`config.mk`:
```
export PLATFORM = sky130hd
export DESIGN_NAME = crc_barrett_reduce
export DESIGN_NICKNAME = d
export VERILOG_FILES = /design/src/rtl/crc_barrett_pkg.sv /design/src/rtl/crc_barrett_consts.sv /design/src/rtl/crc_clmul_slice.sv /design/src/rtl/crc_barrett_reduce.sv
export SDC_FILE = /design/constraint.sdc
export NUM_CORES = 1
export LEC_CHECK = 0
export CAP_MARGIN = 10
export CORE_ASPECT_RATIO = 0.8
export CORE_MARGIN = 2
export CORE_UTILIZATION = 40
export CTS_CLUSTER_SIZE = 16
export DETAILED_ROUTE_END_ITERATION = 6
export GPL_TIMING_DRIVEN = 0
export MAX_ROUTING_LAYER = met4
export PLACE_DENSITY = 0.61
export SETUP_SLACK_MARGIN = 0.4
export SLEW_MARGIN = 20
export SYNTH_ARGS = -nofsm -noshare
export SYNTH_HDL_FRONTEND = slang
export SYNTH_SLANG_ARGS = --single-unit
export TNS_END_PERCENT = 10
```
`constraint.sdc`:
```
create_clock -name clk -period 2.1 [get_ports clk]
set_input_delay 0.21 -clock clk [delete_from_list [all_inputs] [get_ports clk]]
set_output_delay 0.21 -clock clk [all_outputs]
set_load 0.05 [all_outputs]
```
`src/rtl/crc_barrett_pkg.sv`:
```
`timescale 1ns/1ps
package crc_barrett_pkg;

    localparam int CRC_W  = 32;
    localparam int DATA_W = 64;
    localparam int PROD_W = CRC_W + DATA_W;

    localparam logic [CRC_W:0] POLY_CASTAGNOLI = 33'h1_1EDC_6F41;
    localparam logic [CRC_W:0] POLY_ZLIB       = 33'h1_04C1_1DB7;

    // Word between the two multipliers
    typedef struct packed {
        logic             valid;
        logic [CRC_W-1:0] quot;
        logic             poly;
    } mid_t;

    // Registered result
    typedef struct packed {
        logic             valid;
        logic [CRC_W-1:0] crc;
    } res_t;

    function automatic logic [DATA_W-1:0] rev_dw(input logic [DATA_W-1:0] v);
        logic [DATA_W-1:0] r;
        for (int i = 0; i < DATA_W; i++) r[i] = v[DATA_W-1-i];
        return r;
    endfunction

    // Reflected polynomial without its leading term
    function automatic logic [CRC_W-1:0] refl_poly(input logic [CRC_W:0] p);
        logic [CRC_W-1:0] r;
        for (int i = 0; i < CRC_W; i++) r[i] = p[CRC_W-1-i];
        return r;
    endfunction

    // floor(x^e / p) over GF(2), returned bit-reversed across 64 bits
    function automatic logic [DATA_W-1:0] recip_refl(input logic [CRC_W:0] p, input int e);
        logic [PROD_W-1:0] s;
        logic [DATA_W-1:0] q;
        s    = '0;
        s[e] = 1'b1;
        q    = '0;
        for (int d = DATA_W - 1; d >= 0; d--) begin
            if (s[d+CRC_W]) begin
                q[d] = 1'b1;
                s    = s ^ ({{(PROD_W-CRC_W-1){1'b0}}, p} << d);
            end
        end
        return rev_dw(q);
    endfunction

endpackage

```
`src/rtl/crc_barrett_consts.sv`:
```
`timescale 1ns/1ps
module crc_barrett_consts
    import crc_barrett_pkg::*;
#(
    parameter logic [CRC_W:0] POLY0 = POLY_CASTAGNOLI,
    parameter logic [CRC_W:0] POLY1 = POLY_ZLIB
) (
    input  logic              poly_a,
    input  logic              wide_a,
    input  logic              poly_b,
    output logic [DATA_W-1:0] k_recip,
    output logic [CRC_W-1:0]  k_poly
);
    // Quotient exponents: 32-bit words use x^63, 64-bit words use x^95
    localparam int EXP_NARROW = 2 * CRC_W - 1;
    localparam int EXP_WIDE   = CRC_W + DATA_W - 1;

    localparam logic [DATA_W-1:0] K0_N = recip_refl(POLY0, EXP_NARROW);
    localparam logic [DATA_W-1:0] K0_W = recip_refl(POLY0, EXP_WIDE);
    localparam logic [DATA_W-1:0] K1_N = recip_refl(POLY1, EXP_NARROW);
    localparam logic [DATA_W-1:0] K1_W = recip_refl(POLY1, EXP_WIDE);
    localparam logic [CRC_W-1:0]  RP0  = refl_poly(POLY0);
    localparam logic [CRC_W-1:0]  RP1  = refl_poly(POLY1);

    always_comb begin
        if (poly_a) k_recip = wide_a ? K1_W : K1_N;
        else        k_recip = wide_a ? K0_W : K0_N;
        k_poly = poly_b ? RP1 : RP0;
    end

endmodule

```
`src/rtl/crc_clmul_slice.sv`:
```
`timescale 1ns/1ps
module crc_clmul_slice #(
    parameter int AW = 64,
    parameter int BW = 64,
    parameter int LO = 32,
    parameter int OW = 32
) (
    input  logic [AW-1:0] a,
    input  logic [BW-1:0] b,
    output logic [OW-1:0] p
);
    // Product bits LO .. LO+OW-1 of the carry-less product a*b
    for (genvar k = 0; k < OW; k++) begin : g_bit
        logic [AW-1:0] terms;
        for (genvar i = 0; i < AW; i++) begin : g_term
            localparam int J = LO + k - i;
            if (J >= 0 && J < BW) begin : g_on
                assign terms[i] = a[i] & b[J];
            end else begin : g_off
                assign terms[i] = 1'b0;
            end
        end
        assign p[k] = ^terms;
    end

    always_comb begin
        if (a == '0) begin

            zero_prod_chk: assert (p == '0)
                else $error("carry-less slice nonzero for zero operand");
        end
    end

endmodule

```
`src/rtl/crc_barrett_reduce.sv`:
```
`timescale 1ns/1ps
module crc_barrett_reduce
    import crc_barrett_pkg::*;
#(
    parameter logic [CRC_W:0] POLY0    = POLY_CASTAGNOLI,
    parameter logic [CRC_W:0] POLY1    = POLY_ZLIB,
    parameter bit             PIPE_MID = 1'b1
) (
    input  logic              clk,
    input  logic              rst_n,
    input  logic              in_valid,
    input  logic [CRC_W-1:0]  in_crc,
    input  logic [DATA_W-1:0] in_data,
    input  logic              in_wide,
    input  logic              in_poly,
    output logic              out_valid,
    output logic [CRC_W-1:0]  out_crc
);
    localparam int HI_W = DATA_W - CRC_W;

    logic [DATA_W-1:0] opnd;
    logic [DATA_W-1:0] k_recip;
    logic [CRC_W-1:0]  k_poly;
    logic [CRC_W-1:0]  quot_now;
    logic              valid2;
    logic              poly2;
    logic [CRC_W-1:0]  quot2;
    logic [CRC_W-1:0]  crc2;
    res_t              res_d, res_q;

    // Operand: CRC folded into the low half, upper half only for 64-bit words
    always_comb begin
        opnd[CRC_W-1:0]      = in_data[CRC_W-1:0] ^ in_crc;
        opnd[DATA_W-1:CRC_W] = in_wide ? in_data[DATA_W-1:CRC_W] : {HI_W{1'b0}};
    end

    crc_barrett_consts #(
        .POLY0 (POLY0),
        .POLY1 (POLY1)
    ) u_consts (
        .poly_a  (in_poly),
        .wide_a  (in_wide),
        .poly_b  (poly2),
        .k_recip (k_recip),
        .k_poly  (k_poly)
    );

    // Stage 1: only product bits 63:32 feed stage 2
    crc_clmul_slice #(
        .AW (DATA_W),
        .BW (DATA_W),
        .LO (CRC_W),
        .OW (CRC_W)
    ) u_mul_quot (
        .a (opnd),
        .b (k_recip),
        .p (quot_now)
    );

    if (PIPE_MID) begin : g_mid_reg
        mid_t mid_d, mid_q;

        always_comb begin
            mid_d.valid = in_valid;
            mid_d.quot  = in_valid ? quot_now : mid_q.quot;
            mid_d.poly  = in_valid ? in_poly  : mid_q.poly;
        end

        always_ff @(posedge clk or negedge rst_n) begin
            if (!rst_n) mid_q <= '0;
            else        mid_q <= mid_d;
        end

        assign valid2 = mid_q.valid;
        assign quot2  = mid_q.quot;
        assign poly2  = mid_q.poly;
    end else begin : g_mid_wire
        assign valid2 = in_valid;
        assign quot2  = quot_now;
        assign poly2  = in_poly;
    end

    // Stage 2: quotient times reflected P (bits 32:1 of the high constant);
    // result lane 64..95 of the full product sits at bits 62:31 here
    crc_clmul_slice #(
        .AW (CRC_W),
        .BW (CRC_W),
        .LO (CRC_W - 1),
        .OW (CRC_W)
    ) u_mul_poly (
        .a (quot2),
        .b (k_poly),
        .p (crc2)
    );

    always_comb begin
        res_d.valid = valid2;
        res_d.crc   = valid2 ? crc2 : res_q.crc;
    end

    always_ff @(posedge clk or negedge rst_n) begin
        if (!rst_n) res_q <= '0;
        else        res_q <= res_d;
    end

    assign out_valid = res_q.valid;
    assign out_crc   = res_q.crc;

    if (PIPE_MID) begin : g_chk_two

        latency_chk: assert property (@(posedge clk) disable iff (!rst_n)
            in_valid |=> ##1 out_valid);

        no_spurious_chk: assert property (@(posedge clk) disable iff (!rst_n)
            out_valid |-> $past(in_valid, 2));
    end else begin : g_chk_one

        latency_chk: assert property (@(posedge clk) disable iff (!rst_n)
            in_valid |=> out_valid);

        no_spurious_chk: assert property (@(posedge clk) disable iff (!rst_n)
            out_valid |-> $past(in_valid));
    end


    hold_chk: assert property (@(posedge clk) disable iff (!rst_n)
        !out_valid |-> $stable(out_crc));

endmodule

```
# == Word level (Yosys, flattened, before mapping) ==
# Index checks and enable logic that the tools add are counted.
# totals
reg_bits,67
latch_bits,0
ram_bits,0
romBits,0
in_bits,101
output_inout_bits,33
elab_cells,2155
mem_count,0
# classes
add_sub_neg,0
n_mul,0
div,0
n_lt_le_gt_ge,0
n_eq_ne,0
shifts,0
n_mux,5
n_bitwise,2081
n_reduce_logical,64
# ops
op,count
AND 1 bit,2048
XOR reduction 64 bit,32
XOR reduction 32 bit,32
two-way mux 64 bit,2
two-way mux 63 bit,1
AND 1 bit (second input constant),32
two-way mux 32 bit,1
XOR 32 bit,1
two-way mux 31 bit,1

# == Depth between registers and ports, before layout ==
# logic_depth
ltp_word,4
depth_mapped,16
depth_no_buf,10

# == Modules after synthesis ==
# From an unflattened synthesis, not the netlist that was laid out.
# hier_totals
cells_unflattened,4795
area_unflattened_um2,31758.0
# by_module_without_submodules
module,n_inst,cells_each,area_each_um2,seq_area_each_um2
crc_clmul_slice at u_mul_quot,1,3364,20709.9,0.0
crc_clmul_slice at u_mul_poly,1,1124,7054.3,0.0
crc_barrett_reduce,1,207,3241.9,1676.6
crc_barrett_consts,1,100,752.0,0.0

# == Worst setup path after synthesis ==
# OpenSTA, ideal clock, no wires.
# synth_timing
path_type,input-to-reg
startpoint,in in_wide
endpoint,"reg g_mid_reg.mid_q, in the netlist quot2[26]"
setup_ns,0.125
t_arrival_ns,3.594
slack_ns,-1.618
stages,16
cell_sequence,buf_2 clkinv_1 clkbuf_1 buf_1 clkbuf_1 ha_1 buf_2 buf_2 buf_1 nand2_1 xor2_1 xnor2_1 xnor2_1 xnor2_1 xnor3_1 mux2_2
# synth_via
elab_chain_cells,4
elab_cells_between_ends,60
# synth_lines
item,line,source
from (decl),crc_barrett_reduce.sv:14,"input logic in_wide,"
two-way mux 64 bit or two-way mux 63 bit (tied branches),"crc_barrett_consts.sv:27, crc_barrett_consts.sv:26",
two-way mux 64 bit,crc_barrett_consts.sv:26,if (poly_a) k_recip = wide_a ? K1_W : K1_N;
AND 1 bit,crc_clmul_slice.sv:18,assign terms[i] = a[i] & b[J];
XOR reduction 64 bit (*),crc_clmul_slice.sv:23,assign p[k] = ^terms;
to (signal assigned),crc_barrett_reduce.sv:71,else mid_q <= mid_d;
to (decl),crc_barrett_reduce.sv:61,"mid_t mid_d, mid_q;"
# Mark *: on every way between the ends. The rest lies on a longest branch, timed or not.
# A chain may end at the register's enable or synchronous reset.

# == Worst setup path after layout ==
# layout_timing
startpoint,in in_poly
endpoint,"reg g_mid_reg.mid_q, in the netlist quot2[31]"
# layout_via
elab_chain_cells,3
elab_cells_between_ends,66
# layout_lines
item,line,source
from (decl),crc_barrett_reduce.sv:15,"input logic in_poly,"
two-way mux 64 bit (*),crc_barrett_consts.sv:26,
AND 1 bit,crc_clmul_slice.sv:18,
XOR reduction 64 bit (*),crc_clmul_slice.sv:23,
# Marks and branches as above.

==> impl_summary.md <==
Run status
The flow ran to the end, but the final reports show violations. The checks that failed: negative setup slack.

Yosys
The netlist area before placement is 16600 sq um. The synthesized area per cell is just under 8 sq um. The number of cells produced by synthesis is between 2000 and 2500. The post-synthesis cell type count is 48. By area the synthesized netlist is led by sky130_fd_sc_hd__xnor2_1 41%, sky130_fd_sc_hd__xor2_1 11%, sky130_fd_sc_hd__dfrtp_1 10%. The synthesized design contains 67 register bits. The biggest area consumer among synthesized cells is sky130_fd_sc_hd__xnor2_1. The async set-or-reset flop fraction in the synthesized netlist is 1.00. The number of synthesized flops with an enable pin is 0. The number of warnings printed during yosys synthesis is 0. The share of synthesized area in the top cell type comes to 0.407. The number of nets handed over by synthesis was roughly 2200. Among all flip-flop cells after synthesis, the most frequent one is sky130_fd_sc_hd__dfrtp_1. The share of the Yosys chip area taken by registers is 0.101.

Pwr
The share of total power dissipated in sequential elements is 0.064. Across the VDD grid, the largest voltage drop is about 1800 uV. Of the total power, the share spent switching nets is 0.524. Of the total power, the clock network draws 0.040. For this design the ratio of total power to cell area is 1590 nW/um^2. The cell internal power dissipation is 0.0188 W.

The switching power is slightly above 0.02 W. The combinational share of power is 0.896. Summed over all cells, the static leakage comes to 10.0 nW.

Timing
The actual slew at the worst max-slew pin is around 1.0 ns. The final number of max-transition violations is 0. Measured against its own limit, the worst slew margin works out to 0.301. Setup repair after global routing could not meet its margin everywhere.

Clock skew on the completed layout was measured at between 0.006 and 0.007 ns. The final count of hold timing violations is 0. Setup violations remaining at the end of the flow were counted as 47.

Static timing analysis puts the maximum clock frequency at around 0.34 GHz. Dividing the final minimum period by the clock period gives 1.41. The minimum setup slack in the final design is -0.871 ns. The shortest period the worst path allows is 2.97 ns. The final total negative setup slack is -25.65 ns.

Die
The effective utilization at floorplan is 0.407. The die boundary width is 232 microns. The number of standard-cell rows in the floorplan is between 60 and 70. The floorplan die area is between 40000 and 50000 sq um. The region available for standard cell placement spans between 40000 and 50000 sq um. The top-level port count is about 130. The vertical die dimension is around 190 microns.

Detailed routing
Dividing the detail-routed wire length by the instance count gives 33.6 microns. The number of remaining DRC errors is 0. In this run, the number of DRC markers left after iteration 0 of detailed routing was roughly 2800.

The first-pass iteration count of the detailed router is 6. The detailed-route vias per instance is roughly 6. Wires add up to 101000 microns. The routed layout has approximately 18000 vias. In this run the remaining antenna-violating nets after routing total 0.

Worst setup path
The kind of cell adding the most delay to the critical path is XOR/XNOR gates. The worst stage delay on the critical path is ~0.53 ns. The kind of capture point of the worst setup path is a flop. The kind of critical path is in2reg. The largest individual stage delay along the critical path comes from the cell sky130_fd_sc_hd__xnor3_2. Setup slack on the worst reg-to-reg path comes out at -0.87 ns.

For the worst setup path, the data required time is approximately 2.4 ns. The number of buffers and inverters on the critical path is 6. The data arrival time of the critical path is about 3.3 ns. Traced cell by cell, the critical path runs through buf_8, buf_8, inv_8, clkbuf_16, ha_4, buf_8, buf_12, nand2_2, nor2_4, xnor2_1, xnor2_1, xnor2_2, xnor2_1, xnor3_2, a21oi_1. The top fanout value on the critical path is 10. The kind of start point of the critical path is an input port.

Placed design
The number of buffers added on ports is roughly 120. The congestion estimate from routability-driven global placement came to between 1 and 1.5. The post-DP HPWL is between 70000 and 80000 microns.

Layout
The share of post-route cells with drive strength above 1 is 0.303. The area growth from synthesis to layout is 49.9%. Once layout is complete, the utilization of the core stands at 0.610. The area taken by multi-input logic gates is 17500 sq um. For this run, the post-layout net count is roughly 2500. Fill cells in the final layout number ~3600. Summing all flip-flop and latch instances after layout gives 1680 sq um.

Clock network
Clock-pin slew was measured on the worst setup and hold paths at 0.06 ns. The number of levels the H-tree was split into is 3. The TritonCTS clock tree is built. The library cell used as clock root buffer is sky130_fd_sc_hd__clkbuf_16. Clock latency on the worst-skew pair, taken at its later pin, is about 0.36 ns. The CTS buffer count is 9. Counting along the longest clock path gives a buffer depth of 2. Clock tree synthesis found a total of 67 sinks.

Global routing
For this run the aggregate overflow at the end of global routing stands at 0. Entering global routing, the biggest net connects 35 pins. The via count of the first global-routing pass is ~17000. The global-route usage over all layers is 0.477.

The first global-routing pass estimated between 100000 and 150000 microns of wire. The number of antenna violations at the first check in global routing was 4.

Job
Across the run, the number of max-cap violations was 0.

Worst hold path
The class of the tightest hold or removal check is in2async.
[registers in the layout, summed over array words and instances, names as in the netlist]
| name | flops |
|---|---|
| out_crc | 32 |
| poly2 | 1 |
| quot2 | 32 |
| valid2 | 1 |
| out_valid | 1 |
[synth_stat cells, types with 2 or more instances]
cell	count
sky130_fd_sc_hd__nand3_1	9
sky130_fd_sc_hd__mux2_2	32
sky130_fd_sc_hd__clkbuf_1	77
sky130_fd_sc_hd__and3b_1	2
sky130_fd_sc_hd__clkinv_1	2
sky130_fd_sc_hd__nor2_1	210
sky130_fd_sc_hd__dfrtp_1	67
sky130_fd_sc_hd__xnor2_1	771
sky130_fd_sc_hd__a211oi_1	2
sky130_fd_sc_hd__buf_1	22
sky130_fd_sc_hd__and3_1	4
sky130_fd_sc_hd__buf_2	54
sky130_fd_sc_hd__o22ai_1	5
sky130_fd_sc_hd__nor2b_1	8
sky130_fd_sc_hd__mux2i_1	22
sky130_fd_sc_hd__nor3_1	3
sky130_fd_sc_hd__a21boi_0	4
sky130_fd_sc_hd__xor3_1	5
sky130_fd_sc_hd__xnor3_1	53
sky130_fd_sc_hd__nand2b_1	4
sky130_fd_sc_hd__ha_1	8
sky130_fd_sc_hd__o21ai_0	77
sky130_fd_sc_hd__a32oi_1	6
sky130_fd_sc_hd__nand2_1	309
sky130_fd_sc_hd__a22o_1	3
sky130_fd_sc_hd__dlygate4sd3_1	3
sky130_fd_sc_hd__xnor2_2	5
sky130_fd_sc_hd__inv_1	3
sky130_fd_sc_hd__a21oi_1	127
sky130_fd_sc_hd__xor2_1	212
sky130_fd_sc_hd__xor2_2	6
[area by class of cell]
class,count,share of cell area
clock buffers,9,0.00905
well taps,544,0.0274
multi-input cells,1902,0.705
diodes,4,0.000402
repair buffers,293,0.116
plain buffers,158,0.0690
flip-flops and latches,67,0.0677
clock inverters,7,0.00302
inverters,5,0.00241
[routing by layer]
metal,part of all wire,global-route usage,up-vias
met1,0.41,0.649,8649
met4,0.060,0.200,0
met2,0.35,0.583,1607
met5,0,-,-
li1,-,-,7296
met3,0.18,0.231,351
[cells in the final DEF (no fill, tap or decap), drive strengths merged, types with 2 or more instances in the layout]
cell type        n
a211oi           2
a21boi           4
a21oi          127
a22o             3
a32oi            6
and3             4
and3b            2
buf            262
bufbuf           4
clkbuf          76
clkdlybuf4s50   33
clkinv           2
clkinvlp         3
dfrtp           67
diode            4
dlygate4sd2     70
dlygate4sd3      3
dlymetal6s2s    11
ha               8
inv              6
mux2            32
mux2i           22
nand2          310
nand2b           4
nand3            9
nor2           211
nor2b            8
nor3             3
o21ai           78
o22ai            5
xnor2          777
xnor3           53
xor2           218
xor3             5
[power by group through the flow]
stage	registers (W)	clock network, W	logic (W)
2_1_floorplan	0.00348	0	0.0200
3_3_place_gp	0.00246	0	0.0290
3_5_place_dp	0.00248	0	0.0292
4_1_cts	0.00248	0.00160	0.0319
5_1_grt	0.00263	0.00168	0.0368
6_report	0.00255	0.00158	0.0355
[path summary, 6_finish.rpt]
check	cells past startpoint	startpoint	endpoint
worst max register to register	7	quot2[27]	out_crc[1]
min in group clk	0	valid2	out_valid
worst max-delay path	15	in_poly	quot2[31]
worst min-delay path	2	rst_n	out_crc[25]
worst min register to register	0	valid2	out_valid
max in group asynchronous	3	rst_n	quot2[30]
[through the flow]
stage	setup WS (ns)	area, sq um	cells	hold slack (ns)	power [W]
detailed placement	-3.36	19100	2805	0.206	0.0317
CTS	-0.767	23700	2963	0.362	0.0360
finish	-0.871	24900	2989	0.362	0.0396
global route	-0.935	24900	2989	0.392	0.0411
global placement	-3.44	18800	2792	0.362	0.0315
floorplan	-0.641	16900	2132	-0.0856	0.0234
[cell families (layout without fill, tap and decap cells)]
group	after synthesis	in the layout	synth area share
adders and majority gates	8	8	0.00603
other	0	4	0
DFF	67	67	0.101
buffers and inverters	163	472	0.0424
muxes	54	54	0.0350
and+or+nand+nor	555	555	0.130
xor gates and xnor gates	1053	1053	0.610
AOI/OAI and AO/OA	232	232	0.0746
[timing repair]
item                                    4_1_cts  5_1_grt
pin swaps                                   149       83
hold buffers                                  1        0
cloned                                        5        0
resized for setup                           620      226
setup buffers                               136       22
hold endpoints to repair                     33        0
endpoints found under the setup margin       97       64
(Power assumes the default switching activity.)
